File: src/rtl/hop_pkg.sv
package hop_pkg;

  localparam int WORD_W = 24;

  typedef enum logic [2:0] {
    SQ_IDLE,
    SQ_INIT_A,
    SQ_WAIT_A,
    SQ_INIT_B,
    SQ_WAIT_B,
    SQ_RUN
  } seq_state_t;

  typedef enum logic [1:0] {
    WR_IDLE,
    WR_SHIFT,
    WR_LATCH
  } wr_state_t;

endpackage

File: src/rtl/hop_schedule_table.sv
module hop_schedule_table #(
  parameter int DEPTH  = 8,
  parameter int FW     = 3,
  parameter int WORD_W = 24
) (
  input  logic                     clk,
  input  logic                     we,
  input  logic [$clog2(DEPTH)-1:0] waddr,
  input  logic [WORD_W-1:0]        wword,
  input  logic [FW-1:0]            wfilt,
  input  logic [$clog2(DEPTH)-1:0] raddr,
  output logic [WORD_W-1:0]        rword,
  output logic [FW-1:0]            rfilt
);

  localparam int ENT_W = WORD_W + FW;

  logic [ENT_W-1:0] mem_q [DEPTH];

  always_ff @(posedge clk) begin
    if (we) begin
      mem_q[waddr] <= {wfilt, wword};
    end
  end

  assign rword = mem_q[raddr][WORD_W-1:0];
  assign rfilt = mem_q[raddr][ENT_W-1:WORD_W];

endmodule

File: src/rtl/hop_serial_writer.sv
module hop_serial_writer
  import hop_pkg::*;
#(
  parameter int W = 24
) (
  input  logic         clk,
  input  logic         rst_n,
  input  logic         start,
  input  logic         tgt,
  input  logic [W-1:0] word,
  output logic         busy,
  output logic         cur_tgt,
  output logic         ser_clk,
  output logic         ser_dat,
  output logic [1:0]   ser_le
);

  localparam int BIT_W = $clog2(W);
  localparam logic [BIT_W-1:0] LAST_BIT = BIT_W'(W - 1);

  wr_state_t        st_q, st_d;
  logic [W-1:0]     sr_q, sr_d;
  logic [BIT_W-1:0] bit_q, bit_d;
  logic             ph_q, ph_d;
  logic             tgt_q, tgt_d;

  always_comb begin
    st_d  = st_q;
    sr_d  = sr_q;
    bit_d = bit_q;
    ph_d  = ph_q;
    tgt_d = tgt_q;
    case (st_q)
      WR_IDLE: begin
        if (start) begin
          st_d  = WR_SHIFT;
          sr_d  = word;
          bit_d = '0;
          ph_d  = 1'b0;
          tgt_d = tgt;
        end
      end
      WR_SHIFT: begin
        ph_d = ~ph_q;
        if (ph_q) begin
          sr_d = {sr_q[W-2:0], 1'b0};
          if (bit_q == LAST_BIT) begin
            st_d = WR_LATCH;
          end else begin
            bit_d = bit_q + 1'b1;
          end
        end
      end
      WR_LATCH: st_d = WR_IDLE;
      default:  st_d = WR_IDLE;
    endcase
  end

  always_ff @(posedge clk or negedge rst_n) begin
    if (!rst_n) begin
      st_q  <= WR_IDLE;
      sr_q  <= '0;
      bit_q <= '0;
      ph_q  <= 1'b0;
      tgt_q <= 1'b0;
    end else begin
      st_q  <= st_d;
      sr_q  <= sr_d;
      bit_q <= bit_d;
      ph_q  <= ph_d;
      tgt_q <= tgt_d;
    end
  end

  assign busy    = (st_q != WR_IDLE);
  assign cur_tgt = tgt_q;
  assign ser_clk = (st_q == WR_SHIFT) && ph_q;
  assign ser_dat = (st_q == WR_SHIFT) && sr_q[W-1];
  assign ser_le  = (st_q == WR_LATCH) ? (tgt_q ? 2'b10 : 2'b01) : 2'b00;


  start_idle_chk: assert property (@(posedge clk) disable iff (!rst_n)
    start |-> !busy);


  busy_fall_chk: assert property (@(posedge clk) disable iff (!rst_n)
    $fell(busy) |-> $past(ser_le != 2'b00));


  le_pulse_chk: assert property (@(posedge clk) disable iff (!rst_n)
    (ser_le != 2'b00) |=> (ser_le == 2'b00));

endmodule

File: src/rtl/hop_settle_timer.sv
module hop_settle_timer #(
  parameter int CNT_W = 24
) (
  input  logic             clk,
  input  logic             rst_n,
  input  logic             hold,
  input  logic [CNT_W-1:0] settle_cycles,
  output logic             ready
);

  logic [CNT_W-1:0] cnt_q, cnt_d;
  logic             valid_q, valid_d;

  always_comb begin
    cnt_d   = cnt_q;
    valid_d = valid_q;
    if (hold) begin
      cnt_d   = settle_cycles;
      valid_d = 1'b1;
    end else if (cnt_q != '0) begin
      cnt_d = cnt_q - 1'b1;
    end
  end

  always_ff @(posedge clk or negedge rst_n) begin
    if (!rst_n) begin
      cnt_q   <= '0;
      valid_q <= 1'b0;
    end else begin
      cnt_q   <= cnt_d;
      valid_q <= valid_d;
    end
  end

  assign ready = valid_q && !hold && (cnt_q == '0);


  rdy_keep_chk: assert property (@(posedge clk) disable iff (!rst_n)
    ready |=> (ready || hold));

endmodule

File: src/rtl/hop_sequencer.sv
module hop_sequencer
  import hop_pkg::*;
#(
  parameter int IDX_W = 3,
  parameter int LEN_W = 4,
  parameter int FW    = 3
) (
  input  logic             clk,
  input  logic             rst_n,
  input  logic             run,
  input  logic             hop_req,
  input  logic             err_clr,
  input  logic [LEN_W-1:0] sched_len,
  input  logic             wr_busy,
  input  logic [1:0]       loop_rdy,
  input  logic [FW-1:0]    rd_filt,
  output logic [IDX_W-1:0] rd_idx,
  output logic             wr_start,
  output logic             wr_tgt,
  output logic             sel_b,
  output logic [FW-1:0]    filt_sel,
  output logic             hop_err
);

  seq_state_t       st_q, st_d;
  logic [IDX_W-1:0] idx_q, idx_d;
  logic             sel_q, sel_d;
  logic             armed_q, armed_d;
  logic             err_q, err_d;
  logic [FW-1:0]    filt_a_q, filt_a_d;
  logic [FW-1:0]    filt_b_q, filt_b_d;
  logic             hop_ok;
  logic             tgt_rdy;
  logic [LEN_W-1:0] idx_inc;

  assign tgt_rdy  = sel_q ? loop_rdy[0] : loop_rdy[1];
  assign hop_ok   = (st_q == SQ_RUN) && armed_q && !wr_busy && hop_req;
  assign wr_start = (st_q == SQ_INIT_A) || (st_q == SQ_INIT_B) || hop_ok;
  assign wr_tgt   = (st_q == SQ_RUN) ? sel_q : (st_q == SQ_INIT_B);
  assign idx_inc  = LEN_W'(idx_q) + 1'b1;

  always_comb begin
    st_d     = st_q;
    idx_d    = idx_q;
    sel_d    = sel_q;
    armed_d  = armed_q;
    err_d    = err_q;
    filt_a_d = filt_a_q;
    filt_b_d = filt_b_q;
    case (st_q)
      SQ_IDLE:   if (run) st_d = SQ_INIT_A;
      SQ_INIT_A: st_d = SQ_WAIT_A;
      SQ_WAIT_A: if (!wr_busy) st_d = SQ_INIT_B;
      SQ_INIT_B: st_d = SQ_WAIT_B;
      SQ_WAIT_B: if (!wr_busy) st_d = SQ_RUN;
      SQ_RUN:    if (loop_rdy[0]) armed_d = 1'b1;
      default:   st_d = SQ_IDLE;
    endcase
    if (wr_start) begin
      idx_d = (idx_inc >= sched_len) ? '0 : IDX_W'(idx_inc);
      if (wr_tgt) filt_b_d = rd_filt;
      else        filt_a_d = rd_filt;
    end
    if (hop_ok) begin
      sel_d = ~sel_q;
    end
    if (hop_ok && !tgt_rdy) begin
      err_d = 1'b1;
    end else if (err_clr) begin
      err_d = 1'b0;
    end
  end

  always_ff @(posedge clk or negedge rst_n) begin
    if (!rst_n) begin
      st_q     <= SQ_IDLE;
      idx_q    <= '0;
      sel_q    <= 1'b0;
      armed_q  <= 1'b0;
      err_q    <= 1'b0;
      filt_a_q <= '0;
      filt_b_q <= '0;
    end else begin
      st_q     <= st_d;
      idx_q    <= idx_d;
      sel_q    <= sel_d;
      armed_q  <= armed_d;
      err_q    <= err_d;
      filt_a_q <= filt_a_d;
      filt_b_q <= filt_b_d;
    end
  end

  assign rd_idx   = idx_q;
  assign sel_b    = sel_q;
  assign hop_err  = err_q;
  assign filt_sel = sel_q ? filt_b_q : filt_a_q;


  sel_hold_chk: assert property (@(posedge clk) disable iff (!rst_n)
    !$stable(sel_b) |-> ($past(hop_req) && !$past(wr_busy)));


  hop_busy_chk: assert property (@(posedge clk) disable iff (!rst_n)
    !$stable(sel_b) |-> wr_busy);


  err_rise_chk: assert property (@(posedge clk) disable iff (!rst_n)
    $rose(hop_err) |-> $past(hop_req));


  err_keep_chk: assert property (@(posedge clk) disable iff (!rst_n)
    (hop_err && !err_clr) |=> hop_err);

endmodule

File: src/rtl/hop_pingpong_ctrl.sv
module hop_pingpong_ctrl
  import hop_pkg::*;
#(
  parameter int DEPTH = 8,
  parameter int FW    = 3,
  parameter int CNT_W = 24
) (
  input  logic                       clk,
  input  logic                       rst_n,
  input  logic                       run,
  input  logic                       tbl_we,
  input  logic [$clog2(DEPTH)-1:0]   tbl_addr,
  input  logic [23:0]                tbl_word,
  input  logic [FW-1:0]              tbl_filt,
  input  logic [$clog2(DEPTH+1)-1:0] sched_len,
  input  logic [CNT_W-1:0]           settle_cycles,
  input  logic                       hop_req,
  input  logic                       err_clr,
  output logic                       sel_b,
  output logic [FW-1:0]              filt_sel,
  output logic [1:0]                 loop_rdy,
  output logic                       prog_busy,
  output logic                       hop_err,
  output logic                       ser_clk,
  output logic                       ser_dat,
  output logic [1:0]                 ser_le
);

  localparam int IDX_W = $clog2(DEPTH);
  localparam int LEN_W = $clog2(DEPTH + 1);

  logic [1:0]        rst_pipe_q;
  logic              rst_int_n;
  logic [IDX_W-1:0]  rd_idx;
  logic [WORD_W-1:0] rd_word;
  logic [FW-1:0]     rd_filt;
  logic              wr_start;
  logic              wr_tgt;
  logic              wr_busy;
  logic              wr_cur_tgt;

  always_ff @(posedge clk or negedge rst_n) begin
    if (!rst_n) begin
      rst_pipe_q <= 2'b00;
    end else begin
      rst_pipe_q <= {rst_pipe_q[0], 1'b1};
    end
  end
  assign rst_int_n = rst_pipe_q[1];

  hop_schedule_table #(.DEPTH(DEPTH), .FW(FW), .WORD_W(WORD_W)) i_table (
    .clk   (clk),
    .we    (tbl_we),
    .waddr (tbl_addr),
    .wword (tbl_word),
    .wfilt (tbl_filt),
    .raddr (rd_idx),
    .rword (rd_word),
    .rfilt (rd_filt)
  );

  hop_sequencer #(.IDX_W(IDX_W), .LEN_W(LEN_W), .FW(FW)) i_seq (
    .clk       (clk),
    .rst_n     (rst_int_n),
    .run       (run),
    .hop_req   (hop_req),
    .err_clr   (err_clr),
    .sched_len (sched_len),
    .wr_busy   (wr_busy),
    .loop_rdy  (loop_rdy),
    .rd_filt   (rd_filt),
    .rd_idx    (rd_idx),
    .wr_start  (wr_start),
    .wr_tgt    (wr_tgt),
    .sel_b     (sel_b),
    .filt_sel  (filt_sel),
    .hop_err   (hop_err)
  );

  hop_serial_writer #(.W(WORD_W)) i_writer (
    .clk     (clk),
    .rst_n   (rst_int_n),
    .start   (wr_start),
    .tgt     (wr_tgt),
    .word    (rd_word),
    .busy    (wr_busy),
    .cur_tgt (wr_cur_tgt),
    .ser_clk (ser_clk),
    .ser_dat (ser_dat),
    .ser_le  (ser_le)
  );

  for (genvar k = 0; k < 2; k++) begin : g_loop
    hop_settle_timer #(.CNT_W(CNT_W)) i_timer (
      .clk           (clk),
      .rst_n         (rst_int_n),
      .hold          (wr_busy && (wr_cur_tgt == 1'(k))),
      .settle_cycles (settle_cycles),
      .ready         (loop_rdy[k])
    );
  end

  assign prog_busy = wr_busy;

endmodule

File: config.mk
export PLATFORM = sky130hd
export DESIGN_NAME = hop_pingpong_ctrl
export DESIGN_NICKNAME = d
export VERILOG_FILES = /design/src/rtl/hop_pkg.sv /design/src/rtl/hop_schedule_table.sv /design/src/rtl/hop_serial_writer.sv /design/src/rtl/hop_settle_timer.sv /design/src/rtl/hop_sequencer.sv /design/src/rtl/hop_pingpong_ctrl.sv
export SDC_FILE = /design/constraint.sdc
export NUM_CORES = 1
export LEC_CHECK = 0
export ABC_AREA = 0
export BUFFER_PORTS_ARGS = -buffer_cell sky130_fd_sc_hd__buf_2
export CAP_MARGIN = 25
export CORE_UTILIZATION = 55
export DETAILED_ROUTE_END_ITERATION = 12
export GPL_TIMING_DRIVEN = 0
export PLACE_DENSITY_LB_ADDON = 0.1
export SYNTH_ARGS = -nofsm -noshare
export SYNTH_HDL_FRONTEND = slang
export SYNTH_SLANG_ARGS = --single-unit
File: constraint.sdc
create_clock -name clk -period 3.2 [get_ports clk]
set_input_delay 0 -clock clk [delete_from_list [all_inputs] [get_ports clk]]
set_output_delay 0 -clock clk [all_outputs]
set_load 0.01 [all_outputs]
## Word level (Yosys, flattened, before mapping)

Memories as Yosys holds them, arrays and structs flattened.
Cells that the tools add are included.

- Register bits after elaboration: 100
- Bits in writable memories: 216
- Input bits: 64
- Output and inout bits: 12
- Logic and storage cells: 112
- Memories kept: 1

Memories:

| memory | words | width | read ports | clocked after Yosys merged registers in | wr ports | RTL line | source |
|---|---|---|---|---|---|---|---|
| i_table.mem_q | 8 | 27 | 1 | 0 | 1 | hop_schedule_table.sv:18 | `logic [ENT_W-1:0] mem_q [DEPTH];` |

- Add/sub/neg operators: 4
- $lt $le $gt $ge: 1
- Eq/ne operators: 15
- Muxes and demuxes: 31
- Bitwise gates (word level): 5
- Reduce and logical (&&, ||, !) cells: 38

Operators by type and width:

| operator | number |
|---|---|
| 24-bit two-way mux | 6 |
| 24-bit zero test | 2 |
| 24-bit one-hot mux with 2 select lines | 1 |
| 24-bit nonzero test | 2 |
| 24-bit by 1-bit subtractor with 24-bit output, second input constant | 2 |
| 3-bit one-hot mux with 6 select lines | 1 |
| 3-bit two-way mux | 5 |
| 5-bit two-way mux | 3 |
| 1-bit logical AND | 12 |
| 2-bit two-way mux | 5 |
| 2-bit != test, second input constant | 5 |
| 5-bit one-hot mux with 2 select lines | 1 |
| 2-bit AND reduction | 5 |
| 2-bit nonzero test | 5 |
| 4-bit AND reduction | 2 |
| 1-bit two-way mux | 7 |
| 3-bit by 2-bit equality test with 1-bit output, second input constant | 2 |
| 3-bit equality test, second input constant | 2 |
| 3-bit AND reduction | 2 |
| 5-bit by 1-bit adder with 5-bit output, second input constant | 1 |
| 5-bit equality test, second input constant | 1 |
| 1-bit NOT | 5 |
| 3-bit by 1-bit adder with 4-bit output, second input constant | 1 |
| 4-bit >= comparator | 1 |
| other kinds (10) | 15 |

## Depth between registers and ports, before layout

- Depth after elaboration: 9
- Depth in mapped cells: 9
- Gate-level depth less buffers: 7

## By module

A second synthesis with hierarchy kept.

- Cell total of the unflattened synthesis: 860
- Area total of the unflattened synthesis: 14,172.3 sq um

Modules (own cells, without submodules):

| module | times used | cells each | area each (sq um) | seq. area each (sq um) |
|---|---|---|---|---|
| hop_schedule_table | 1 | 325 | 8,371.8 | 6,486.2 |
| hop_settle_timer | 2 | 163 | 1,522.7 | 625.6 |
| hop_serial_writer | 1 | 130 | 1,839.3 | 825.8 |
| hop_sequencer | 1 | 74 | 845.8 | 375.4 |
| hop_pingpong_ctrl | 1 | 5 | 70.1 | 50.0 |

## Worst setup path before layout

Ideal clock, no wire load.

- Kind: input-to-reg
- Start: input port tbl_addr[2]
- End: memory i_table.mem_q[0][0] in the netlist's numbering, enable pin
- Library setup time: 0.445 ns
- Arrival time: 2.050 ns
- Data required time: 2.755 ns
- Path slack: 0.705 ns
- Cell stages on the path: 2
- Buffers on the path: 0
- Cells stage by stage: nand2b_1 -> nor3_1

RTL lines:

| what | RTL line | source |
|---|---|---|
| from (decl) | hop_pingpong_ctrl.sv:12 | `input logic [$clog2(DEPTH)-1:0] tbl_addr,` |
| to (decl) | hop_schedule_table.sv:18 |  |

Straight into the memory's write port.

## Worst setup path in the final report

- Start: register g_loop[0].i_timer.cnt_q[17]
- End: register i_seq.err_q (netlist: i_seq.hop_err)

- Longest elaborated chain between the ends: 6
- Elaborated cells between the ends (all ways): 7
- Those cells by class: 2 x mux; 5 x reduce/logical

Ends and longest elaborated chain:

| what | RTL line | source |
|---|---|---|
| from (decl) | hop_settle_timer.sv:11 | `logic [CNT_W-1:0] cnt_q, cnt_d;` |
| from (signal assigned) | hop_settle_timer.sv:30 | `cnt_q <= cnt_d;` |
| 24-bit zero test * | hop_settle_timer.sv:35 | `assign ready = valid_q && !hold && (cnt_q == '0);` |
| 1-bit logical AND * | hop_settle_timer.sv:35 |  |
| 1-bit two-way mux * | hop_sequencer.sv:36 | `assign tgt_rdy = sel_q ? loop_rdy[0] : loop_rdy[1];` |
| 1-bit zero test * | hop_sequencer.sv:67 | `if (hop_ok && !tgt_rdy) begin` |
| 1-bit logical AND * | hop_sequencer.sv:67 |  |
| 1-bit two-way mux / 2-bit nonzero test (equally long branches) | -- |  |
| to (signal assigned) | hop_sequencer.sv:88 | `err_q <= err_d;` |
| to (decl) | hop_sequencer.sv:29 | `logic err_q, err_d;` |

Mark *: on every way between the ends. The rest lies on a longest branch, timed or not.
A chain may end at the register's enable or synchronous reset.

==> results.cfg <==
[yosys]
synthTopCellsByArea = edfxtp_1 49%, dfrtp_1 19%, mux4_2 9.1%
yosys_warnings = 0
synth_cell_type_count = 58
syn-num-nets = 968
syn-instance-count = 894
ys_async_sr_fraction_pct = 31.6
ys_seq_area_share_pct = 67.2
synth-main-ff-cell = edfxtp_1
ys_seq_elements = 316
synth_edf_count = 216
synth_largest_area_cell = edfxtp_1
syn_area_sq_um = 13400
syn_area_per_cell_sq_um = 15.0
synth.top_cell.area_share_pct = 48.5

[drt]
drtAntennaViolNets = 0
first_pass_iters = 5
routed_wl_um = 29200
wl_per_cell_um = 20.5
dr_total_vias = 8270
first_iter_violations = 602
vias_per_cell = 5.82
drc = 0

[clock_tree]
htreeDepth = 2
cts_buffer_depth = 3
clockRootBuffer = clkbuf_16
post_cts_buffers = 0
clkSlewWorstSetupHoldPaths_ns = 0.06
ctsResizeCount = 0
cts_made_buffers = 34
insertion_delay_ns = 0.51
clock-sinks = 316
cts_tree = yes

[grt]
grt_pass1_vias = 8360
grt_overflow = 0
grt_pass1_wl_um = 45800
track_usage_pct = 24.7
grt_max_degree = 69
antenna_found_initial = 0

[critical_path]
r2r_start = g_loop[0].i_timer.cnt_q[17]$_DFFE_PN0P_
r2r_slack_ns = 0.32
crit_type = register to register
critical_path_peak_fanout = 10
crit_chain = or4_1, nor4_1, and3_1, buf_2, and3_1, o31ai_1, dlygate4sd3_1
crit_start = g_loop[0].i_timer.cnt_q[17]$_DFFE_PN0P_
crit_arrival_ns = 3.26
r2r_cells = 7
cp.required_ns = 3.58
crit_end = i_seq.hop_err$_DFFE_PN0P_
crit_path_top_delay_cell = or4_1
reg2reg_to = i_seq.hop_err$_DFFE_PN0P_
cp-end-kind = register
cpMostUsedCell = and3_1
max_stage_delay_ns = 0.58
critPathLaunchType = register

[sta]
setup_slack_ns = 0.322
setup_viol = 0
drv_slew = 0
max_slew_margin_pct = 40.3
final_hold_viol_count = 0
fin_crit_sh_pct = 89.9
worst_pin_slew_ns = 0.895
rsz0062_at_grt = false
fin_crit_ns = 2.88
fmax_ghz = 0.347
skew_ns = 0.0118
setup_tns_ns = 0

[die]
ios = 76
core_area_sq_um = 23700
dieHeight_um = 158
initial_core_util_pct = 56.5
rows = 56
die_area_sq_um = 24900
dieWidth_um = 158

[final_layout]
final_nets = 1153
mostFrequentLayoutCell = edfxtp_1
fillerInstances = 1676
layout-drive-gt1-share_pct = 22.5
final_cell_mix = 216 x edfxtp_1, 111 x nor2_1, 99 x dfrtp_1, 87 x buf_2, 60 x dlygate4sd3_1
area_growth_pct = 21.2
num_antenna_cells = 0

[hold_path]
hp-class = input pin to register
holdPathStages = 3

[power_and_ir_drop]
p_per_area_nw_per_um2 = 587
p_leak_nw = 5.82
ir_drop_mv = 0.524

[status]
status = finished clean

[place]
place_ws_ns = 0.0816
gp_congestion = 0.833
dpl.hpwl_um = 18700
portBuffers = 75

[run]
max_cap_viol_count = 0
what timing repair did:
action                     4_1_cts  5_1_grt
hold buffers                    60        0
hold endpoints to repair       279        0
setup endpoints to repair        0        2
cell usage after synthesis (all sizes together) (18+ instances only):
library cell and number:
edfxtp 216, nor2 117, dfrtp 100, mux4 54
clkbuf 30, nand2 30, nor3 29, a211oi 26
mux2i 24, a21oi 23, a221oi 23, xnor2 23
buf 19, o21ai 18
per-layer routing:
metal	GRT usage, %	up-vias	part of all wire [%]	wire length [um]
met5	0	-	0	0
met4	6.46	0	2.0	577
met3	3.26	51	4.5	1310
met2	41.1	212	49	14300
met1	34.6	4171	44	12900
li1	-	3836	-	-
final cells by class:
cell class / count / area (sq um) / share of cell area, %
sequential: 316 / 8990 / 55.5
clock buffer: 43 / 936 / 5.78
tap: 319 / 399 / 2.46
buffer: 48 / 210 / 1.30
multi-input combinational: 514 / 4170 / 25.7
clock inverter: 17 / 218 / 1.34
inverter: 15 / 56.3 / 0.347
timing repair buffer: 150 / 1220 / 7.56
power by group:
part | switching [W] | internal, W
Sequential | 0.0000974 | 0.00455
Combinational | 0.000414 | 0.000409
Clock | 0.00156 | 0.00248
Total | 0.00207 | 0.00744
logic make-up (layout without fill, tap and decap cells):
family / after synthesis / count (layout) / synth area share, %
DFF: 316 / 316 / 67.2
adders and majority gates: 10 / 10 / 0.936
xor gates and xnor gates: 31 / 31 / 2.03
muxes: 92 / 92 / 12.1
buffers and inverters: 64 / 273 / 2.02
AOI/OAI and AO/OA: 117 / 117 / 6.19
and+or+nand+nor: 263 / 263 / 9.51
other: 1 / 1 / 0.0280
sequential cells by signal (all words and copies together), names as in the netlist, 2 cells and up:
signal and flops:
g_loop.i_timer.valid_q 2, i_writer.st_q 2, i_writer.sr_q 24, i_seq.st_q 3, rst_pipe_q 2, i_seq.filt_b_q 3, i_seq.rd_idx 3, i_seq.filt_a_q 3
i_writer.bit_q 5, g_loop.i_timer.cnt_q 48, i_table.mem_q 216
critical path: cells and delay by family, from the launching register on:
kind            cells  cell delay (ns)
simple gates        4             1.51
buf+inv             2             0.79
flops               1             0.41
compound gates      1             0.06
per-stage QoR:
stage	hold WS, ns	total power (W)	utilization, %	instance area [sq um]	std cells
4_1_cts	0.152	0.00960	68.4	16200	1423
5_1_grt	0.169	0.00984	68.4	16200	1422
2_1_floorplan	-0.296	0.00522	-	13400	894
3_3_place_gp	-0.215	0.00546	59.7	14100	1288
6_report	0.161	0.00952	68.4	16200	1422
3_5_place_dp	-0.210	0.00551	61.0	14500	1303
how the worst min path moves through the flow:
stage / start / endpoint
4_1_cts: tbl_addr[2] / i_table.mem_q[6][7]$_DFFE_PP_
5_1_grt: tbl_addr[2] / i_table.mem_q[6][7]$_DFFE_PP_
2_1_floorplan: rst_n / rst_pipe_q[0]$_DFF_PN0_
3_3_place_gp: rst_n / rst_pipe_q[0]$_DFF_PN0_
6_report: tbl_addr[2] / i_table.mem_q[6][7]$_DFFE_PP_
3_5_place_dp: rst_n / rst_pipe_q[0]$_DFF_PN0_
Note: power is estimated with default switching activity, not from simulation.
